File: config.mk
export PLATFORM = sky130hd
export DESIGN_NAME = nibble_pair_seq
export DESIGN_NICKNAME = d
export VERILOG_FILES = /design/src/rtl/nps_pkg.sv /design/src/rtl/nps_phase_fsm.sv /design/src/rtl/nps_strobe_gen.sv /design/src/rtl/nps_addr_mux.sv /design/src/rtl/nps_nibble_capture.sv /design/src/rtl/nibble_pair_seq.sv
export SDC_FILE = /design/constraint.sdc
export NUM_CORES = 1
export LEC_CHECK = 0
export BUFFER_PORTS_ARGS = -buffer_cell sky130_fd_sc_hd__buf_2
export CAP_MARGIN = 10
export CORE_AREA = 2 2 88 90
export CTS_BUF_LIST = sky130_fd_sc_hd__clkbuf_16
export CTS_CLUSTER_DIAMETER = 100
export DETAILED_ROUTE_END_ITERATION = 7
export DIE_AREA = 0 0 90 92
export GPL_ROUTABILITY_DRIVEN = 0
export PLACE_DENSITY = 0.68
export SYNTH_ARGS = -nofsm -noshare
export SYNTH_HDL_FRONTEND = slang
export SYNTH_SLANG_ARGS = --single-unit
File: constraint.sdc
create_clock -name clk -period 4 [get_ports clk]
set_input_delay 1 -clock clk [delete_from_list [all_inputs] [get_ports clk]]
set_output_delay 1 -clock clk [all_outputs]
set_load 0.05 [all_outputs]
File: src/rtl/nps_pkg.sv
package nps_pkg;

    // One-hot slot phases, PH0 = value 1 ... PH7 = value 128
    typedef enum logic [7:0] {
        PH0 = 8'b0000_0001,
        PH1 = 8'b0000_0010,
        PH2 = 8'b0000_0100,
        PH3 = 8'b0000_1000,
        PH4 = 8'b0001_0000,
        PH5 = 8'b0010_0000,
        PH6 = 8'b0100_0000,
        PH7 = 8'b1000_0000
    } phase_e;

    // Row strobe window: the six middle phases of the slot
    function automatic logic row_window(input phase_e p);
        return (p inside {PH1, PH2, PH3, PH4, PH5, PH6});
    endfunction

    // Two column pulses nested in the row window
    function automatic logic col_window(input phase_e p);
        return (p inside {PH2, PH3, PH5, PH6});
    endfunction

endpackage

File: src/rtl/nps_phase_fsm.sv
module nps_phase_fsm
    import nps_pkg::*;
(
    input  logic   clk,
    input  logic   rst,
    output phase_e ph,
    output phase_e ph_nxt
);

    phase_e ph_q;

    always_comb begin
        ph_nxt = PH0;
        unique case (ph_q)
            PH0:     ph_nxt = PH1;
            PH1:     ph_nxt = PH2;
            PH2:     ph_nxt = PH3;
            PH3:     ph_nxt = PH4;
            PH4:     ph_nxt = PH5;
            PH5:     ph_nxt = PH6;
            PH6:     ph_nxt = PH7;
            PH7:     ph_nxt = PH0;
            default: ph_nxt = PH0;
        endcase
    end

    always_ff @(posedge clk) begin
        if (rst) ph_q <= PH0;
        else     ph_q <= ph_nxt;
    end

    assign ph = ph_q;

endmodule

File: src/rtl/nps_strobe_gen.sv
module nps_strobe_gen
    import nps_pkg::*;
(
    input  logic   clk,
    input  logic   rst,
    input  phase_e ph_nxt,
    input  logic   wr_slot,
    output logic   ras_n,
    output logic   cas_n,
    output logic   we_n
);

    logic ras_d, cas_d, we_d;

    always_comb begin
        ras_d = ~row_window(ph_nxt);
        cas_d = ~col_window(ph_nxt);
        we_d  = ~(wr_slot & row_window(ph_nxt));
    end

    always_ff @(posedge clk) begin
        if (rst) begin
            ras_n <= 1'b1;
            cas_n <= 1'b1;
            we_n  <= 1'b1;
        end else begin
            ras_n <= ras_d;
            cas_n <= cas_d;
            we_n  <= we_d;
        end
    end

endmodule

File: src/rtl/nps_addr_mux.sv
module nps_addr_mux
    import nps_pkg::*;
#(
    parameter int AW = 8,
    parameter int DW = 4
) (
    input  logic            clk,
    input  logic            rst,
    input  phase_e          ph,
    input  logic [AW-1:0]   row,
    input  logic [AW-1:0]   col,
    input  logic [2*DW-1:0] wdata,
    input  logic            wr_slot,
    output logic [AW-1:0]   addr,
    output logic [DW-1:0]   dq_o,
    output logic            dq_oe
);

    localparam int BW = 2 * DW;

    logic [AW-1:0] col_next;
    assign col_next = col + AW'(1);

    always_ff @(negedge clk) begin
        if (rst) begin
            addr  <= '0;
            dq_o  <= '0;
            dq_oe <= 1'b0;
        end else begin
            unique case (ph)
                PH0: begin
                    addr  <= row;
                    dq_oe <= wr_slot;
                end
                PH1: begin
                    addr <= col;
                    dq_o <= wdata[BW-1:DW];
                end
                PH4: begin
                    addr <= col_next;
                    dq_o <= wdata[DW-1:0];
                end
                PH7: dq_oe <= 1'b0;
                default: ;
            endcase
        end
    end

endmodule

File: src/rtl/nps_nibble_capture.sv
module nps_nibble_capture
    import nps_pkg::*;
#(
    parameter int DW = 4
) (
    input  logic            clk,
    input  logic            rst,
    input  phase_e          ph,
    input  logic            vid_slot,
    input  logic            wr_slot,
    input  logic [DW-1:0]   dq_i,
    output logic            byte_rdy,
    output logic [2*DW-1:0] pix_byte,
    output logic            pix_load,
    output logic [2*DW-1:0] cpu_rdata
);

    localparam int BW = 2 * DW;

    logic [BW-1:0] asm_q;

    always_ff @(negedge clk) begin
        if (rst) begin
            asm_q     <= '0;
            byte_rdy  <= 1'b0;
            pix_byte  <= '0;
            pix_load  <= 1'b0;
            cpu_rdata <= '0;
        end else begin
            pix_load <= 1'b0;
            unique case (ph)
                PH3: begin
                    if (vid_slot)      asm_q <= {dq_i, {DW{1'b0}}};
                    else if (!wr_slot) cpu_rdata[BW-1:DW] <= dq_i;
                end
                PH6: begin
                    if (vid_slot) begin
                        asm_q[DW-1:0] <= asm_q[DW-1:0] | dq_i;
                        byte_rdy      <= 1'b1;
                    end else if (!wr_slot) begin
                        cpu_rdata[DW-1:0] <= dq_i;
                    end
                end
                PH7: begin
                    if (byte_rdy) begin
                        pix_byte <= asm_q;
                        pix_load <= 1'b1;
                        byte_rdy <= 1'b0;
                    end
                end
                default: ;
            endcase
        end
    end

endmodule

File: src/rtl/nibble_pair_seq.sv
module nibble_pair_seq
    import nps_pkg::*;
#(
    parameter int AW = 8,
    parameter int DW = 4
) (
    input  logic            clk,
    input  logic            rst,
    input  logic            slot_free_i,
    input  logic            fetch_en_i,
    input  logic            in_line_i,
    input  logic            nmi_i,
    input  logic            cpu_wr_i,
    input  logic [AW-1:0]   vid_row_i,
    input  logic [AW-1:0]   vid_col_i,
    input  logic [AW-1:0]   cpu_row_i,
    input  logic [AW-1:0]   cpu_col_i,
    input  logic [2*DW-1:0] cpu_wdata_i,
    input  logic [DW-1:0]   dram_dq_i,
    output logic            dram_ras_n_o,
    output logic            dram_cas_n_o,
    output logic            dram_we_n_o,
    output logic [AW-1:0]   dram_addr_o,
    output logic [DW-1:0]   dram_dq_o,
    output logic            dram_dq_oe_o,
    output logic            col_adv_o,
    output logic            byte_rdy_o,
    output logic [2*DW-1:0] pix_byte_o,
    output logic            pix_load_o,
    output logic [2*DW-1:0] cpu_rdata_o
);

    localparam int BW = 2 * DW;

    phase_e        ph, ph_nxt;
    logic          want_vid, take_vid;
    logic          vid_q, wr_q, adv_q;
    logic [AW-1:0] row_q, col_q;
    logic [BW-1:0] wdata_q;

    assign want_vid = slot_free_i & fetch_en_i & in_line_i;
    assign take_vid = want_vid & ~nmi_i;

    nps_phase_fsm u_fsm (
        .clk    (clk),
        .rst    (rst),
        .ph     (ph),
        .ph_nxt (ph_nxt)
    );

    // Slot decision and address capture on the PH7 -> PH0 edge
    always_ff @(posedge clk) begin
        if (rst) begin
            vid_q   <= 1'b0;
            wr_q    <= 1'b0;
            adv_q   <= 1'b0;
            row_q   <= '0;
            col_q   <= '0;
            wdata_q <= '0;
        end else if (ph == PH7) begin
            vid_q   <= take_vid;
            wr_q    <= ~take_vid & cpu_wr_i;
            adv_q   <= want_vid;
            row_q   <= take_vid ? vid_row_i : cpu_row_i;
            col_q   <= take_vid ? vid_col_i : cpu_col_i;
            wdata_q <= cpu_wdata_i;
        end else begin
            adv_q <= 1'b0;
        end
    end

    assign col_adv_o = adv_q;

    nps_strobe_gen u_strobe (
        .clk     (clk),
        .rst     (rst),
        .ph_nxt  (ph_nxt),
        .wr_slot (wr_q),
        .ras_n   (dram_ras_n_o),
        .cas_n   (dram_cas_n_o),
        .we_n    (dram_we_n_o)
    );

    nps_addr_mux #(.AW(AW), .DW(DW)) u_amux (
        .clk     (clk),
        .rst     (rst),
        .ph      (ph),
        .row     (row_q),
        .col     (col_q),
        .wdata   (wdata_q),
        .wr_slot (wr_q),
        .addr    (dram_addr_o),
        .dq_o    (dram_dq_o),
        .dq_oe   (dram_dq_oe_o)
    );

    nps_nibble_capture #(.DW(DW)) u_cap (
        .clk       (clk),
        .rst       (rst),
        .ph        (ph),
        .vid_slot  (vid_q),
        .wr_slot   (wr_q),
        .dq_i      (dram_dq_i),
        .byte_rdy  (byte_rdy_o),
        .pix_byte  (pix_byte_o),
        .pix_load  (pix_load_o),
        .cpu_rdata (cpu_rdata_o)
    );

endmodule

---- Word level (Yosys, flattened, before mapping) ----
Index checks and enable logic that the tools add are counted.
storage, ports and cells
  memories ................................ 0
  ROM bits ................................ 0
  bits in writable memories ............... 0
  bits of input ports ..................... 51
  bits in latches ......................... 0
  logic and storage cells ................. 77
  flip-flop bits (word level) ............. 77
  output and inout bits ................... 35
cells by class
  multipliers ............................. 0
  bitwise gates (word level) .............. 14
  shifts and indexed selects .............. 0
  reductions and logical operators ........ 14
  divide/modulo/power cells ............... 0
  add/subtract/negate cells ............... 1
  magnitude comparators ................... 0
  multiplexer cells ....................... 12
  equality and inequality tests ........... 16
operator list
  cell                   count
  $pmux W8 S7            1
  $pmux W8 S3            1
  $eq A8 B2 Y1 const B   2
  $eq A8 B3 Y1 const B   2
  $eq A8 B4 Y1 const B   2
  $eq A8 B5 Y1 const B   2
  $eq A8 B6 Y1 const B   2
  $eq A8 B7 Y1 const B   2
  $mux W8                2
  $pmux W4 S2            2
  $reduce_and A3 Y1      3
  $add A8 B1 Y8 const B  1
  $eq A8 B1 Y1 const B   1
  $eq A8 B8 Y1 const B   1
  $mux W4                2
  $not A1 Y1             8
  $reduce_bool A2 Y1     4
  $reduce_and A2 Y1      3
  $reduce_bool A6 Y1     1
  $and A1 B1 Y1          5
  $ne A2 B2 Y1 const B   2
  $or A4 B4 Y4           1
  $pmux W1 S2            2
  $reduce_bool A4 Y1     1
  3 further kinds        4

---- Depth between registers and ports, before layout ----
Gate-level depths: netlist (run 1).
  depth after elaboration ................. 6
  depth in mapped cells ................... 7
  gate-level depth less buffers ........... 6

---- Hierarchy ----
From an unflattened synthesis (run 1), not the netlist that was laid out.
unflattened totals
  cell total of the unflattened synthesis .. 435
  area, all modules ....................... 3,982.6 um^2
by module, submodules not included
  module              cells each  times used  sequential area each (um^2)  area an instance (um^2)
  nibble_pair_seq     143         1           540.5                        1,263.7
  nps_nibble_capture  103         1           520.5                        1,124.8
  nps_addr_mux        122         1           260.2                        998.5
  nps_phase_fsm       46          1           160.2                        397.9
  nps_strobe_gen      21          1           60.1                         197.7

==> flow_metrics.py, run 1 <==
metrics = {
    "routing": {
        "post_drt_wl_per_cell_um": 13.0,
        "final_antenna_net_count": 0,
        "dr.pass1.iters": 4,
        "drc": 0,
        "via_per_inst": 5.02,
        "drt_iter0_drc": 183,
        "drt-total-wl_um": 7690,
        "vias": 2979,
    },
    "worst_setup_path": {
        "critPathMaxFanout": 2,
        "rr_startpoint": "u_fsm.ph[6]",
        "crit_path_top_delay_cell": "dfxtp_1",
        "required_ns": 3.00,
        "crit_path_end_kind": "output port",
        "cp_top_family": "flip-flops",
        "cp-start-kind": "register",
        "arrival_ns": 2.98,
        "critPathBufInv": 1,
        "critPathMaxStageDelay_ns": 0.40,
        "crit_start": "u_amux.addr[5]",
        "crit_chain": "buf_6",
        "path_class": "reg2out",
    },
    "yosys": {
        "yosysWarningCount": 0,
        "ys_types": 46,
        "synth_ff_type": "dfxtp_1",
        "synth-edff-count": 0,
        "ys_seq_area_frac": 0.484,
        "avgSynthCellArea_um2": 8.95,
        "ys_ff_latch": 77,
        "syn-instance-count": 356,
        "syn-cell-area_um2": 3190,
        "synth_fp_nets": 408,
        "synthArstFlopShare": 0,
    },
    "clocking": {
        "clockBufferDepth": 2,
        "cts_hold_buffers": 0,
        "clock_latency_ns": 0.41,
        "numCtsBuffers": 9,
        "h-tree-depth": 3,
        "clkTransAtPathRegs_ns": 0.03,
        "cts_tree": "built",
        "cts_root_buf": "clkbuf_16",
        "numClockSinks": 77,
        "post_cts_buffers": 0,
    },
    "run": {
        "drv_cap": 0,
    },
    "layout": {
        "fin_nets": 539,
        "syn2layout_area_growth_pct": 35.4,
        "n_fill_cell": 680,
        "instances_no_fill": 594,
        "antennaDiodeCount": 0,
        "drive_gt1_frac": 0.270,
    },
    "grt": {
        "antenna_found_initial": 0,
        "grt.overflow.total": 0,
        "grt_max_degree": 27,
        "grt_pass1_wl_um": 12800,
        "grt_pass1_vias": 2775,
        "track_usage": 0.191,
    },
    "die": {
        "num_rows": 32,
        "die_area_um2": 8280,
        "die_h_um": 92,
        "io_pins": 86,
        "core-area_um2": 7450,
        "dieWidth_um": 90,
        "initial_core_util": 0.428,
    },
    "sta": {
        "drv_slew": 0,
        "setup_viol": 0,
        "slew_headroom": 0.583,
        "setup_tns_ns": 0,
        "tightest_slew_ns": 0.624,
        "finClkSkew_ns": 0.0761,
        "hold_viol": 0,
        "worst_slack_ns": 0.0213,
    },
    "status": {
        "outcome": "finished, final reports clean",
    },
    "placed_design": {
        "dp.cells": 539,
        "hpwlAfterDp_um": 5530,
        "dpl_worst_slack_ns": 0.0132,
        "portBuffers": 85,
    },
    "worst_hold_path": {
        "holdCritStartpoint": "u_cap.pix_byte[3]",
        "hp-class": "reg2reg",
    },
    "pwr": {
        "power_density_nw_per_um2": 476,
        "peakVddDrop_uv": 241,
        "cellLeakagePower_uw": 0.00206,
    },
}
-- synth_stat cells, types with 2 or more instances --
cell / instances / area [um2]
dfxtp_1: 77 / 1540
nor2_1: 46 / 173
nand2_1: 44 / 165
mux2i_1: 29 / 290
o21ai_0: 25 / 125
a21oi_1: 17 / 85.1
clkbuf_1: 17 / 63.8
nand3_1: 12 / 60.1
a22o_1: 8 / 70.1
nand2b_1: 8 / 50.1
nor3_1: 7 / 35.0
a211oi_1: 5 / 37.5
a311oi_1: 5 / 43.8
nor4_1: 4 / 25.0
or3_1: 4 / 25.0
buf_6: 3 / 33.8
inv_1: 3 / 11.3
or2_2: 3 / 18.8
or4_1: 3 / 22.5
xnor2_1: 3 / 26.3
a2bb2oi_1: 2 / 17.5
and2_1: 2 / 12.5
and4_1: 2 / 17.5
nand4_1: 2 / 12.5
nor2b_1: 2 / 12.5
nor3b_1: 2 / 15.0
or4_4: 2 / 22.5
-- placed cells by master, fill, tap and decap left out, types with 3 or more instances in the layout --
cell type  Yosys  final
xnor2_1        3      3
nand2b_1       8      8
a21oi_1       17     17
or2_2          3      3
clkbuf_4       0     17
or3_1          4      3
nor2_1        46     45
or4_4          2      3
mux2i_1       29     29
nand3_1       12     12
inv_1          3     41
dfxtp_1       77     77
a22o_1         8      8
o21ai_0       25     25
clkbuf_16      0      9
buf_2          1     60
nor3_1         7      7
nand2_1       44     44
nor4_1         4      3
a311oi_1       5      5
buf_4          0     24
a211oi_1       5      5
-- per-layer routing --
layer / global-route usage / wire length [um] / vias to the layer above
li1: - / - / 1524
met1: 0.248 / 3480 / 1353
met2: 0.305 / 3610 / 93
met3: 0.0468 / 497 / 9
met4: 0.0821 / 110 / 0
met5: 0 / 0 / -
-- repair_timing --
| item | CTS | global route |
|---|---|---|
| resized for setup | 8 | 20 |
| pin swaps | 0 | 1 |
| cloned | 0 | 1 |
| endpoints found under the setup margin | 8 | 21 |
| hold endpoints to repair | 0 | 0 |
-- final cells by class --
class / instances / area [um2] / area share
multi-input cells: 255 / 1550 / 0.360
flip-flops and latches: 77 / 1540 / 0.357
repair buffers: 103 / 631 / 0.146
clock inverters: 46 / 228 / 0.0528
clock buffers: 9 / 225 / 0.0522
well taps: 102 / 128 / 0.0296
inverters: 2 / 7.51 / 0.00174
-- flip-flops by register name, summed over array words and instances, names as in the netlist --
signal and cells:
u_cap.pix_byte 8, u_cap.pix_load 1, u_amux.addr 8, col_q 8, vid_q 1, wdata_q 8
col_adv_o 1, u_cap.cpu_rdata 8, wr_q 1, u_cap.byte_rdy 1, u_amux.dq_oe 1, u_strobe.ras_n 1
u_cap.asm_q 8, u_strobe.we_n 1, u_fsm.ph 8, u_strobe.cas_n 1, row_q 8, u_amux.dq_o 4
-- final timing paths --
kind / end / slack [ns] / cells after the start
setup / recovery: dram_addr_o[5] / 0.02 / 1
hold / removal: u_cap.pix_byte[3] / 0.45 / 2
setup reg to reg: u_amux.addr[6] / 0.07 / 5
hold reg to reg: u_cap.pix_byte[3] / 0.45 / 2
-- through the flow --
step	power (uW)	util	area [um2]	hold slack [ns]
6_report	2050	0.579	4310	0.447
3_5_place_dp	1140	0.508	3780	0.440
3_3_place_gp	1140	0.508	3780	0.439
4_1_cts	2070	0.571	4250	0.445
5_1_grt	2160	0.579	4310	0.471
2_1_floorplan	1060	-	3190	0.420
-- power breakdown --
group	leakage, uW	switching [uW]	internal [uW]	total, uW
logic	0.00108	167	103	270
registers	0.000622	18.8	791	810
clock network	0.000358	474	499	973
total	0.00206	660	1390	2050
-- kinds of logic after synthesis --
kind of cell / count (synthesis) / share of synthesized area
adders and majority gates: 1 / 0.00393
AOI/OAI and AO/OA: 72 / 0.148
DFF: 77 / 0.484
muxes: 29 / 0.0911
buffers and inverters: 25 / 0.0369
xor gates and xnor gates: 4 / 0.0110
and+or+nand+nor: 148 / 0.225
(Power assumes the default switching activity.)
==> run 2, diff against run 1 <==
==> constraint.sdc (replaced) <==
create_clock -name clk -period 3.7 [get_ports clk]
set_input_delay 0.925 -clock clk [delete_from_list [all_inputs] [get_ports clk]]
set_output_delay 0.925 -clock clk [all_outputs]
set_load 0.05 [all_outputs]
==> flow_metrics.py, run 2 (synthesis results as in run 1) <==
metrics = {
    "status": {
        "outcome": "finished, violations left",
        "failed_checks": "negative setup slack",
    },
    "sta": {
        "tightest_slew_ns": 0.664,
        "hold_viol": 0,
        "finClkSkew_ns": 0.0689,
        "slew_headroom": 0.557,
        "rsz0062_at_grt": "true",
        "drv_slew": 0,
        "timing.hold.ws_ns": 0.457,
        "setup_viol": 7,
        "worst_slack_ns": -0.0527,
    },
    "placed_design": {
        "portBuffers": 85,
        "placed_area_um2": 3900,
        "dp.cells": 552,
        "hpwlAfterDp_um": 5750,
    },
    "clocking": {
        "numClockSinks": 77,
        "clkTransAtPathRegs_ns": 0.07,
        "numCtsBuffers": 9,
        "clock_latency_ns": 0.40,
        "cts_root_buf": "clkbuf_16",
        "cts_tree": "built",
        "cts_hold_buffers": 0,
        "h-tree-depth": 3,
        "clockBufferDepth": 2,
    },
    "routing": {
        "final_antenna_net_count": 0,
        "drt-total-wl_um": 8390,
        "dr.pass1.iters": 4,
        "post_drt_wl_per_cell_um": 13.7,
        "via_per_inst": 5.01,
        "drc": 0,
        "vias": 3069,
        "drt_iter0_drc": 122,
    },
    "pwr": {
        "p_comb_frac": 0.162,
        "power_density_nw_per_um2": 496,
        "power_frac_seq": 0.379,
        "peakVddDrop_uv": 264,
        "cellLeakagePower_uw": 0.00222,
        "switchingPower_uw": 722,
        "p_int_uw": 1600,
        "swShare": 0.311,
        "power_uw": 2320,
        "pwr-share-clk": 0.459,
    },
    "worst_setup_path": {
        "critPathMaxStageDelay_ns": 0.53,
        "required_ns": 2.11,
        "timing.rr.end": "u_amux.addr[3]",
        "arrival_ns": 2.16,
        "cp-start-kind": "register",
        "ff2ff_setup_slack_ns": -0.05,
        "critPathBufInv": 1,
        "crit_chain": "or3_4, or4_4, o21ai_4, buf_6, a21boi_2, a211oi_2",
        "rr_startpoint": "u_fsm.ph[6]",
        "critPathMaxFanout": 5,
        "reg2reg_depth": 6,
        "crit_path_end_kind": "register",
        "crit_path_top_delay_cell": "or4_4",
        "path_class": "reg2reg",
        "cp_top_family": "simple AND/OR/NAND/NOR gates",
    },
    "grt": {
        "grt_pass1_wl_um": 13900,
        "grt_pass1_vias": 3067,
        "grt_max_degree": 27,
        "grt.overflow.total": 0,
        "track_usage": 0.204,
        "antenna_found_initial": 0,
    },
    "layout": {
        "drive_gt1_frac": 0.365,
        "instances_no_fill": 612,
        "n_fill_cell": 650,
        "final_cell_mix": "54 x buf_2, 53 x dfxtp_1, 44 x nand2_1, 44 x nor2_1, 41 x inv_1",
        "syn2layout_area_growth_pct": 47.0,
        "antennaDiodeCount": 0,
        "mostFrequentLayoutCell": "buf_2",
        "post-route-cell-area_um2": 4680,
        "fin_nets": 557,
        "utilization": 0.629,
    },
    "worst_hold_path": {
        "holdCritStartpoint": "row_q[7]",
        "min_to": "row_q[7]",
        "holdPathStages": 2,
        "hp-class": "reg2reg",
    },
    "die": {
        "die_h_um": 92,
        "io_pins": 86,
        "initial_core_util": 0.428,
        "core-area_um2": 7450,
        "num_rows": 32,
        "dieWidth_um": 90,
        "die_area_um2": 8280,
    },
    "run": {
        "drv_cap": 0,
    },
}
==> run 2: changes by cell type in the layout (fill, tap and decap cells not counted), sizes merged <==
cell    change
inv         +1
clkbuf     -16
or4         -1
buf        +36
clkinv      -2
==> run 2: layer usage <==
metal | global-route usage | wire length (um) | vias up
li1 | - | - | 1551
met1 | 0.237 | 3600 | 1437
met2 | 0.363 | 4330 | 75
met3 | 0.0518 | 415 | 6
met4 | 0.0782 | 46 | 0
met5 | 0 | 0 | -
==> run 2: worst min-delay path, stage by stage (launching register included) <==
cell	delay (ns)
dfxtp_1	0.33
nand2_1	0.04
o21ai_0	0.05
==> run 2: power groups by stage <==
stage | logic (uW) | registers [uW] | clock network, uW
global route | 404 | 881 | 1150
global placement | 303 | 887 | 66.0
detailed placement | 312 | 884 | 66.0
floorplan | 136 | 946 | 66.0
finish | 375 | 879 | 1070
CTS | 336 | 876 | 1070
==> run 2: final cells by class <==
| cell class | instances | area, um2 | share of cell area |
|---|---|---|---|
| Clock buffer | 10 | 250 | 0.0534 |
| Clock inverter | 45 | 206 | 0.0441 |
| Inverter | 2 | 7.51 | 0.00160 |
| Multi-Input combinational cell | 254 | 1600 | 0.341 |
| Sequential cell | 77 | 1570 | 0.336 |
| Tap cell | 102 | 128 | 0.0273 |
| Timing Repair Buffer | 122 | 920 | 0.196 |
==> run 2: how the worst max path moves through the flow <==
| stage | start | end | depth (start not counted) |
|---|---|---|---|
| global placement | u_fsm.ph[4] | u_cap.cpu_rdata[0] | 5 |
| detailed placement | u_fsm.ph[6] | u_amux.addr[1] | 6 |
| global route | u_fsm.ph[6] | u_amux.addr[7] | 7 |
| floorplan | u_fsm.ph[6] | u_amux.addr[4] | 7 |
| finish | u_fsm.ph[6] | u_amux.addr[3] | 6 |
| CTS | u_fsm.ph[7] | u_amux.addr[1] | 6 |
==> run 2: through the flow <==
stage / setup WS [ns] / setup TNS, ns
after floorplan: -0.0892 / -0.644
after global placement: -0.0300 / -0.105
after detailed placement: -0.0868 / -0.602
after CTS: -0.0478 / -0.124
after global routing: -0.0920 / -0.903
final: -0.0527 / -0.171
==> run 2: timing repair <==
item	in CTS	in global routing
endpoints found under the setup margin	40	41
buffers inserted	1	5
gates resized for setup	50	52
pin swaps	2	10
==> run 3, diff against run 2 <==
--- a/config.mk
+++ b/config.mk
@@ -7,13 +7,14 @@
 export LEC_CHECK = 0
 export BUFFER_PORTS_ARGS = -buffer_cell sky130_fd_sc_hd__buf_2
 export CAP_MARGIN = 10
-export CORE_AREA = 2 2 88 90
+export CORE_AREA = 4 4 90 92
 export CTS_BUF_LIST = sky130_fd_sc_hd__clkbuf_16
 export CTS_CLUSTER_DIAMETER = 100
 export DETAILED_ROUTE_END_ITERATION = 7
-export DIE_AREA = 0 0 90 92
+export DIE_AREA = 0 0 94 96
 export GPL_ROUTABILITY_DRIVEN = 0
 export PLACE_DENSITY = 0.68
+export SLEW_MARGIN = 40
 export SYNTH_ARGS = -nofsm -noshare
 export SYNTH_HDL_FRONTEND = slang
 export SYNTH_SLANG_ARGS = --single-unit
==> flow_metrics.py, run 3 (synthesis results as in run 1) <==
metrics = {
    "sta": {
        "finClkSkew_ns": 0.0726,
        "worst_slack_ns": -0.0724,
        "drv_slew": 0,
        "hold_viol": 0,
        "tightest_slew_ns": 0.641,
        "slew_headroom": 0.572,
        "setup_viol": 2,
        "rsz0062_at_grt": "true",
    },
    "placed_design": {
        "dp.cells": 544,
        "hpwlAfterDp_um": 5830,
        "portBuffers": 85,
    },
    "clocking": {
        "numClockSinks": 77,
        "h-tree-depth": 3,
        "clkTransAtPathRegs_ns": 0.07,
        "cts_hold_buffers": 0,
        "cts_tree": "built",
        "numCtsBuffers": 9,
        "clock_latency_ns": 0.41,
        "clockBufferDepth": 2,
        "cts_root_buf": "clkbuf_16",
    },
    "layout": {
        "multi_input_area_um2": 1620,
        "final-seq-area_um2": 1580,
        "drive_gt1_frac": 0.380,
        "fin_nets": 555,
        "final_cell_mix": "54 x buf_2, 47 x dfxtp_1, 44 x nand2_1",
        "n_fill_cell": 589,
        "instances_no_fill": 607,
        "antennaDiodeCount": 0,
        "mostFrequentLayoutCell": "buf_2",
        "syn2layout_area_growth_pct": 48.7,
    },
    "routing": {
        "vias": 3110,
        "dr.pass1.iters": 4,
        "post_drt_wl_per_cell_um": 14.1,
        "drc": 0,
        "final_antenna_net_count": 0,
        "drt-total-wl_um": 8570,
        "drt_iter0_drc": 135,
        "via_per_inst": 5.12,
    },
    "worst_setup_path": {
        "crit_path_end_kind": "register",
        "timing.rr.end": "u_amux.addr[2]",
        "endpoint": "u_amux.addr[2]",
        "critPathMaxStageDelay_ns": 0.47,
        "arrival_ns": 2.23,
        "cp-start-kind": "register",
        "required_ns": 2.16,
        "reg2reg_depth": 6,
        "rr_startpoint": "u_fsm.ph[6]",
        "crit_start": "u_fsm.ph[6]",
        "crit_path_top_delay_cell": "or4_4",
        "crit_chain": "or3_4, or4_4, buf_12, nor3b_4, a21oi_2, a311oi_1",
        "critPathMaxFanout": 4,
        "ff2ff_setup_slack_ns": -0.07,
        "path_class": "reg2reg",
    },
    "die": {
        "io_pins": 86,
        "core-area_um2": 7210,
        "initial_core_util": 0.442,
        "num_rows": 31,
        "die_h_um": 96,
        "dieWidth_um": 94,
        "die_area_um2": 9020,
    },
    "pwr": {
        "cellLeakagePower_uw": 0.00223,
        "power_uw": 2330,
        "power_density_nw_per_um2": 492,
        "peakVddDrop_uv": 263,
    },
    "grt": {
        "grt.overflow.total": 0,
        "grt_max_degree": 27,
        "track_usage": 0.194,
        "grt_pass1_wl_um": 13800,
        "grt_pass1_vias": 2999,
        "antenna_found_initial": 0,
    },
    "status": {
        "outcome": "finished, violations left",
        "failed_checks": "negative setup slack",
    },
    "run": {
        "drv_cap": 0,
    },
    "worst_hold_path": {
        "hp-class": "reg2reg",
    },
}
run 3: changes by cell type in the layout (fill, tap and decap cells not counted), moves of 2 or more:
cell | previous run | this run
buf_4 | 33 | 28
dfxtp_1 | 53 | 47
buf_6 | 33 | 30
buf_12 | 0 | 4
nor2_2 | 2 | 5
inv_8 | 1 | 3
dfxtp_2 | 23 | 28
nor2_1 | 44 | 41
run 3: what timing repair did:
| item | in CTS | in global routing |
|---|---|---|
| cloned | 1 | 0 |
| setup endpoints to repair | 39 | 45 |
| pin swaps | 7 | 8 |
| gates resized for setup | 66 | 49 |
| setup buffers | 5 | 3 |
run 3: per-layer routing:
| layer | vias to the layer above | track usage | share of wire |
|---|---|---|---|
| met3 | 16 | 0.0555 | 0.055 |
| met2 | 98 | 0.320 | 0.49 |
| met1 | 1446 | 0.244 | 0.44 |
| li1 | 1550 | - | - |
| met4 | 0 | 0.0662 | 0.019 |
| met5 | - | 0 | 0 |
run 3: report_power, final:
part	internal, uW	total (uW)	switching [uW]
logic	171	374	203
registers	860	883	22.7
clock network	572	1080	503
total	1600	2330	729
run 3: per-stage QoR:
stage               area [um2]  TNS, ns  utilization  hold slack, ns  setup slack, ns
global route              4740   -0.457        0.657           0.482          -0.0970
finish                    4740  -0.0731        0.657           0.455          -0.0724
CTS                       4560   -0.395        0.633           0.455          -0.0560
global placement          3880   -0.476        0.538           0.434          -0.0946
detailed placement        3880   -0.973        0.538           0.443           -0.136
floorplan                 3240   -0.644            -           0.420          -0.0892
run 3: worst min path at each step:
stage / to / depth (start not counted) / slack (ns) / startpoint
2_1_floorplan: row_q[5] / 2 / 0.42 / row_q[5]
3_3_place_gp: row_q[1] / 2 / 0.43 / row_q[1]
3_5_place_dp: row_q[7] / 2 / 0.44 / row_q[7]
4_1_cts: u_cap.pix_byte[3] / 2 / 0.46 / u_cap.pix_byte[3]
5_1_grt: u_cap.pix_byte[5] / 2 / 0.48 / u_cap.pix_byte[5]
6_report: u_cap.pix_byte[5] / 2 / 0.46 / u_cap.pix_byte[5]
run 3: layout make-up:
cell class,count,area share
Tap cell,99,0.0261
Timing Repair Buffer,119,0.199
Inverter,2,0.00158
Clock buffer,10,0.0528
Multi-Input combinational cell,255,0.342
Sequential cell,77,0.334
Clock inverter,45,0.0436
run 3: worst max-delay path, delay by kind of cell (launching register included):
family | cells | cell delay, ns
flip-flops | 1 | 0.32
buffers and inverters | 1 | 0.16
AO/OA/AOI/OAI | 2 | 0.31
AND/OR/NAND/NOR | 3 | 1.10
